`src/rtl/buck_fault_pkg.sv`:
```
package buck_fault_pkg;

    typedef enum logic [1:0] {
        ST_RUN     = 2'd0,
        ST_HICCUP  = 2'd1,
        ST_RESTART = 2'd2,
        ST_LATCHED = 2'd3
    } fault_state_e;

endpackage

```
`src/rtl/bfc_duty_limit.sv`:
```
module bfc_duty_limit #(
    parameter int MAX_ON_CYCLES = 250
) (
    input  logic clk,
    input  logic rst_n,
    input  logic period_strobe,
    output logic duty_ok
);
    localparam int CW = $clog2(MAX_ON_CYCLES + 1);
    localparam logic [CW-1:0] CAP = CW'(MAX_ON_CYCLES);

    logic [CW-1:0] on_cnt;

    always_ff @(posedge clk) begin
        if (!rst_n)
            on_cnt <= CAP;
        else if (period_strobe)
            on_cnt <= '0;
        else if (on_cnt != CAP)
            on_cnt <= on_cnt + 1'b1;
    end

    assign duty_ok = (on_cnt != CAP);
endmodule

```
`src/rtl/bfc_oc_tracker.sv`:
```
module bfc_oc_tracker #(
    parameter int OC_TRIP_COUNT = 4
) (
    input  logic clk,
    input  logic rst_n,
    input  logic clear,
    input  logic period_strobe,
    input  logic oc_hit,
    output logic skip_hs,
    output logic oc_trip
);
    localparam int CW = $clog2(OC_TRIP_COUNT + 1);
    localparam logic [CW-1:0] LAST = CW'(OC_TRIP_COUNT - 1);
    localparam logic [CW-1:0] TOP  = CW'(OC_TRIP_COUNT);

    logic          oc_seen;
    logic          skip_q;
    logic [CW-1:0] run_len;
    logic          had_event;

    assign had_event = oc_seen | oc_hit;

    always_ff @(posedge clk) begin
        if (!rst_n || clear) begin
            oc_seen <= 1'b0;
            skip_q  <= 1'b0;
            run_len <= '0;
        end else if (period_strobe) begin
            oc_seen <= 1'b0;
            skip_q  <= had_event;
            if (!had_event)
                run_len <= '0;
            else if (run_len != TOP)
                run_len <= run_len + 1'b1;
        end else if (oc_hit) begin
            oc_seen <= 1'b1;
        end
    end

    assign skip_hs = skip_q;
    assign oc_trip = !clear && period_strobe && had_event && (run_len == LAST);
endmodule

```
`src/rtl/bfc_uv_qual.sv`:
```
module bfc_uv_qual #(
    parameter int UV_QUAL_CYCLES = 1250
) (
    input  logic clk,
    input  logic rst_n,
    input  logic enable,
    input  logic uv_raw,
    output logic uv_trip
);
    localparam int CW = $clog2(UV_QUAL_CYCLES + 1);
    localparam logic [CW-1:0] LAST = CW'(UV_QUAL_CYCLES - 1);

    logic [CW-1:0] low_cnt;

    always_ff @(posedge clk) begin
        if (!rst_n || !enable || !uv_raw)
            low_cnt <= '0;
        else if (low_cnt != LAST)
            low_cnt <= low_cnt + 1'b1;
    end

    assign uv_trip = enable && uv_raw && (low_cnt == LAST);
endmodule

```
`src/rtl/buck_fault_ctrl.sv`:
```
module buck_fault_ctrl
    import buck_fault_pkg::*;
#(
    parameter int MAX_ON_CYCLES     = 250,
    parameter int OC_TRIP_COUNT     = 4,
    parameter int OC_HICCUP_LIMIT   = 3,
    parameter int UV_QUAL_CYCLES    = 1250,
    parameter int HICCUP_OFF_CYCLES = 100000
) (
    input  logic clk,
    input  logic rst_n,
    input  logic period_strobe,
    input  logic hs_req,
    input  logic oc_hit,
    input  logic uv_raw,
    input  logic ot_flag,
    input  logic ss_done,
    output logic hs_en,
    output logic ls_en,
    output logic restart_req,
    output logic latched_off
);
    localparam int TW = $clog2(HICCUP_OFF_CYCLES + 1);
    localparam int HW = $clog2(OC_HICCUP_LIMIT + 1);
    localparam logic [TW-1:0] OFF_LAST  = TW'(HICCUP_OFF_CYCLES - 1);
    localparam logic [HW-1:0] HIC_LIMIT = HW'(OC_HICCUP_LIMIT);

    fault_state_e  state_q, state_d;
    logic [TW-1:0] off_tmr;
    logic [HW-1:0] oc_hiccups;
    logic          duty_ok, skip_hs, oc_trip, uv_trip, running;

    assign running = (state_q == ST_RUN);

    bfc_duty_limit #(.MAX_ON_CYCLES(MAX_ON_CYCLES)) duty_i (
        .clk(clk), .rst_n(rst_n), .period_strobe(period_strobe), .duty_ok(duty_ok)
    );

    bfc_oc_tracker #(.OC_TRIP_COUNT(OC_TRIP_COUNT)) oc_i (
        .clk(clk), .rst_n(rst_n), .clear(!running), .period_strobe(period_strobe),
        .oc_hit(oc_hit), .skip_hs(skip_hs), .oc_trip(oc_trip)
    );

    bfc_uv_qual #(.UV_QUAL_CYCLES(UV_QUAL_CYCLES)) uv_i (
        .clk(clk), .rst_n(rst_n), .enable(running && ss_done), .uv_raw(uv_raw),
        .uv_trip(uv_trip)
    );

    // next-state logic
    always_comb begin
        state_d = state_q;
        unique case (state_q)
            ST_RUN: begin
                if (ot_flag)
                    state_d = ST_LATCHED;
                else if (oc_trip)
                    state_d = (oc_hiccups == HIC_LIMIT) ? ST_LATCHED : ST_HICCUP;
                else if (uv_trip)
                    state_d = ST_HICCUP;
            end
            ST_HICCUP: begin
                if (ot_flag)
                    state_d = ST_LATCHED;
                else if (off_tmr == OFF_LAST)
                    state_d = ST_RESTART;
            end
            ST_RESTART: state_d = ot_flag ? ST_LATCHED : ST_RUN;
            ST_LATCHED: state_d = ST_LATCHED;
        endcase
    end

    // state register
    always_ff @(posedge clk) begin
        if (!rst_n)
            state_q <= ST_RUN;
        else
            state_q <= state_d;
    end

    // hiccup off-timer and over-current restart count
    always_ff @(posedge clk) begin
        if (!rst_n) begin
            off_tmr    <= '0;
            oc_hiccups <= '0;
        end else begin
            off_tmr <= (state_q == ST_HICCUP) ? off_tmr + 1'b1 : '0;
            if (running && oc_trip && state_d == ST_HICCUP)
                oc_hiccups <= oc_hiccups + 1'b1;
        end
    end

    // outputs
    always_comb begin
        hs_en       = running && hs_req && duty_ok && !skip_hs;
        ls_en       = running && !(hs_req && duty_ok);
        restart_req = (state_q == ST_RESTART);
        latched_off = (state_q == ST_LATCHED);
    end
endmodule

```
`config.mk`:
```
export PLATFORM = sky130hd
export DESIGN_NAME = buck_fault_ctrl
export DESIGN_NICKNAME = d
export VERILOG_FILES = /design/src/rtl/buck_fault_pkg.sv /design/src/rtl/bfc_duty_limit.sv /design/src/rtl/bfc_oc_tracker.sv /design/src/rtl/bfc_uv_qual.sv /design/src/rtl/buck_fault_ctrl.sv
export SDC_FILE = /design/constraint.sdc
export NUM_CORES = 1
export LEC_CHECK = 0
export ABC_AREA = 1
export BUFFER_PORTS_ARGS = -buffer_cell sky130_fd_sc_hd__clkbuf_2
export CORE_UTILIZATION = 44
export DETAILED_ROUTE_END_ITERATION = 7
export HOLD_SLACK_MARGIN = 0.15
export RECOVER_POWER = 50
export SYNTH_ARGS = -nofsm -noshare
export SYNTH_HDL_FRONTEND = slang
export SYNTH_SLANG_ARGS = --single-unit
```
`constraint.sdc`:
```
create_clock -name clk -period 1.6 [get_ports clk]
set_input_delay 0.4 -clock clk [delete_from_list [all_inputs] [get_ports clk]]
set_output_delay 0.4 -clock clk [all_outputs]
set_load 0.02 [all_outputs]
```
==> Implementation_results.wiki <==
{| class="wikitable"
! Metric !! Value
|-
| Share of power burned in combinational logic || around 12%
|-
| Largest family of logic cells by synthesized area || simple AND/OR/NAND/NOR gates
|-
| Final setup violating endpoints || 2
|-
| Relative slew slack || 79.4%
|-
| Post-synthesis sequential area ratio || around 39%
|-
| Post-CTS Hold Buffers || 0
|-
| Final estimated routing congestion in global placement || slightly below 0.8
|-
| Die boundary width || 74.2 um
|-
| Clock Sinks || 45
|-
| Multiplexer share of the synthesized area || 0%
|-
| CTS root buf || clkbuf_8
|-
| Residual overflow from global routing || 0
|-
| Static leakage || 1.01 nW
|-
| Share of layout cells above drive strength 1 || 18.4%
|-
| Data required time of the worst path || roughly 1.2 ns
|-
| Primary FF master, synth || dfxtp_1
|-
| Number of nets at the end of the flow || 353
|-
| Cell-internal power || 1.56 mW
|-
| Fraction of power spent switching nets || between 20% and 30%
|-
| Count of different cell masters after synthesis || 35
|-
| Arrival time of the worst setup path || 1.39 ns
|-
| Number of search-and-repair iterations in the first detailed-routing pass || 4
|-
| Number of nets still failing antenna checks after routing || 0
|-
| Number of vias in the routed layout || just under 2000
|-
| Clock transition at the registers of the reported paths || 0.08 ns
|-
| CTS H-tree depth || 2
|-
| Power density over the cells || about 800 nW/um^2
|-
| Post-synthesis compound-gate area fraction || 14.1%
|-
| Placed Instances || about 400
|-
| Number of stages on the worst hold path || 2
|-
| Peak VDD IR || 0.398 mV
|-
| Clock tree skew after final layout || 0.00390 ns
|-
| Min Tclk post-route || between 1.5 and 2 ns
|-
| Number of antenna violations at the first check in global routing || 0
|-
| Number of setup buffers added after CTS || 0
|-
| Die ar. || 5510 um^2
|-
| Crit Path Max Fanout || 3
|-
| Path depth of the worst reg2reg path || 8
|-
| Portion of total power attributed to sequential cells || between 50% and 60%
|-
| Area added between synthesis and finish || 13.5%
|-
| Post-layout total power || 2.13 mW
|-
| Chip Height || 74.2 um
|-
| Filler Cell Count || 526
|-
| Share of synthesized flip-flops with an asynchronous set or reset || 0%
|-
| Nets in the synthesized netlist || 330
|-
| TritonCTS clock tree || yes
|-
| Area of the mapped netlist || 2290 um^2
|-
| Startpoint type of the worst setup path || flip-flop
|-
| Number of CTS-inserted buffers || 5
|-
| All-layer global routing usage || 17.2%
|-
| Violations in the final reports || negative setup slack
|-
| Number of failing hold endpoints at the final stage || 0
|-
| Finished Layout Cells || 404
|-
| Clock insertion delay at the later pin of the skew report || 0.29 ns
|-
| Simple-gate portion of the synthesized area || 32.1%
|-
| Antenna Cells || 0
|-
| Avg Synthesized Cell Area || 7.33 um^2
|-
| Via count of the first global-routing pass || roughly 1800
|-
| Seq cells post-synth || 45
|-
| Cell row count || 25
|-
| Half-perimeter wire length after placement || 3190 um
|-
| Violation count after the first detailed-routing iteration || 42
|-
| Max-capacitance violation count || 0
|-
| Class of the tightest hold or removal check || input pin to flip-flop
|-
| Xor-xnor portion of the synthesized cell area || less than 1%
|-
| Count of final max-slew check failures || 0
|-
| Final Cycle Share || 112%
|-
| Worst setup margin || -0.187 ns
|-
| Multi-input gate area in the final layout || around 1200 um^2
|-
| RSZ-0062 raised after global routing || true
|-
| Routed wire length || 4290 um
|-
| Gate Count Post-Synth || around 310
|-
| Kind of critical path || flip-flop to output port
|-
| Clock network power share || between 30% and 40%
|-
| Achievable frequency || around 560 MHz
|-
| Sequential cell area || 907 um^2
|-
| Area of the core || between 4000 and 5000 um^2
|-
| Routed vias/inst || 4.83
|-
| Number of input and output port buffers inserted || 11
|-
| Largest net degree at the start of global routing || 14
|-
| Worst Setup End Kind || output port
|-
| Wire length of the first global-routing pass || between 7000 and 8000 um
|-
| Worst-margin pin slew || just over 0.3 ns
|-
| Number of flops mapped to enable cells by yosys || 0
|-
| Starting utilization of the core area || 47.0%
|-
| Adder-cell share of the synthesized area || 4.91%
|-
| Final routed wire length divided by cell count || around 11 um
|-
| Count of pins on the block boundary || 12
|-
| Count of yosys warnings during synthesis || 0
|-
| Net switching power of the design || 0.569 mW
|-
| Residual DRC || 0
|-
| Status || finished, violations left
|-
| Max clock buf depth || 2
|}
-- cells in the mapped netlist (2+ instances only) --
cell / instances / area share (%)
a21oi_1: 27 / 5.9
a31oi_1: 2 / 0.55
dfxtp_1: 45 / 39
ha_1: 9 / 4.9
inv_1: 44 / 7.2
inv_2: 2 / 0.33
nand2_1: 51 / 8.3
nand2_2: 6 / 1.6
nand3_1: 13 / 2.8
nand3_2: 4 / 1.7
nand4_1: 7 / 1.9
nor2_1: 42 / 6.9
nor2_2: 4 / 1.1
nor2_4: 3 / 1.5
nor3_1: 8 / 1.7
nor3b_1: 3 / 0.98
o21a_1: 2 / 0.65
o21ai_0: 23 / 5.0
o21ai_2: 2 / 0.76
-- flip-flops by register name (all words and copies together) (netlist names) --
name / flops
state_q: 2
oc_hiccups: 2
off_tmr: 17
oc_i.oc_seen: 1
duty_i.on_cnt: 8
uv_i.low_cnt: 11
oc_i.skip_hs: 1
oc_i.run_len: 3
-- through the flow --
step | utilization [%] | setup WS, ns | area (um^2) | setup TNS, ns | hold slack [ns]
final | 53.4 | -0.187 | 2610 | -0.349 | 0.362
after global routing | 53.4 | -0.283 | 2610 | -0.624 | 0.391
after CTS | 52.9 | -0.243 | 2580 | -0.448 | 0.357
after detailed placement | 50.7 | 0.0528 | 2470 | 0 | 0.451
after global placement | 50.7 | 0.0877 | 2470 | 0 | 0.441
after floorplan | - | 0.00677 | 2290 | 0 | 0.429
-- power by group through the flow --
stage / logic [mW] / clock network [mW] / registers, mW
after floorplan: 0.169 / 0 / 1.20
after global placement: 0.249 / 0 / 1.21
after detailed placement: 0.250 / 0 / 1.21
after CTS: 0.258 / 0.719 / 1.18
after global routing: 0.302 / 0.769 / 1.19
final: 0.264 / 0.686 / 1.18
-- critical path: stages, from the launching register on --
cell and delay (ns):
dfxtp_2 0.33, inv_2 0.08, ha_4 0.13, nor3b_4 0.17
nand3_2 0.12, a21oi_2 0.13, buf_4 0.15
-- final timing paths --
check	start	endpoint	slack (ns)
worst max-delay path	duty_i.on_cnt[0]	ls_en	-0.19
worst min-delay path	rst_n	duty_i.on_cnt[5]	0.36
worst max register to register	off_tmr[0]	off_tmr[12]	0.10
worst min register to register	off_tmr[0]	off_tmr[0]	0.46
-- final cells by class --
cell class	instances	area share [%]
multi-input combinational	217	47.4
timing repair buffer	19	4.32
clock buffer	7	2.93
clock inverter	1	0.288
sequential	45	34.8
tap	67	3.22
inverter	48	7.06
-- repair_timing --
item	CTS	global route
endpoints found under the setup margin	2	6
gates resized for setup	8	11
pin swaps	4	3
-- cell usage in the layout (no fill, tap or decap), types with 2 or more instances in the layout --
| cell type | count |
|---|---|
| dfxtp_1 | 40 |
| a31oi_1 | 2 |
| buf_4 | 8 |
| a21oi_1 | 26 |
| clkbuf_8 | 5 |
| nand2_1 | 51 |
| o21a_1 | 2 |
| o21ai_2 | 2 |
| nor2_4 | 3 |
| nor3b_1 | 2 |
| nor2_2 | 4 |
| ha_1 | 8 |
| dfxtp_2 | 5 |
| nand3_2 | 6 |
| inv_2 | 2 |
| nand3_1 | 11 |
| inv_1 | 44 |
| clkbuf_2 | 9 |
| nor2_1 | 42 |
| clkbuf_1 | 4 |
| nand2_2 | 6 |
| nor3_1 | 8 |
| nand4_1 | 7 |
| nor3b_4 | 2 |
| o21ai_0 | 23 |
-- cells by family (layout without fill, tap and decap cells) --
family / count (synthesis) / in the layout
and+or+nand+nor: 147 / 147
AOI/OAI and AO/OA: 59 / 59
buffers and inverters: 51 / 75
DFF: 45 / 45
adders and majority gates: 9 / 9
xor gates and xnor gates: 2 / 2
-- layer usage --
metal | track usage (%) | up-vias | part of all wire, %
li1 | - | 1065 | -
met5 | 0 | - | 0
met4 | 5.03 | 0 | 0.89
met2 | 29.2 | 19 | 46
met1 | 21.6 | 863 | 50
met3 | 4.34 | 4 | 3.0
Note: power is estimated with default switching activity, not from simulation.
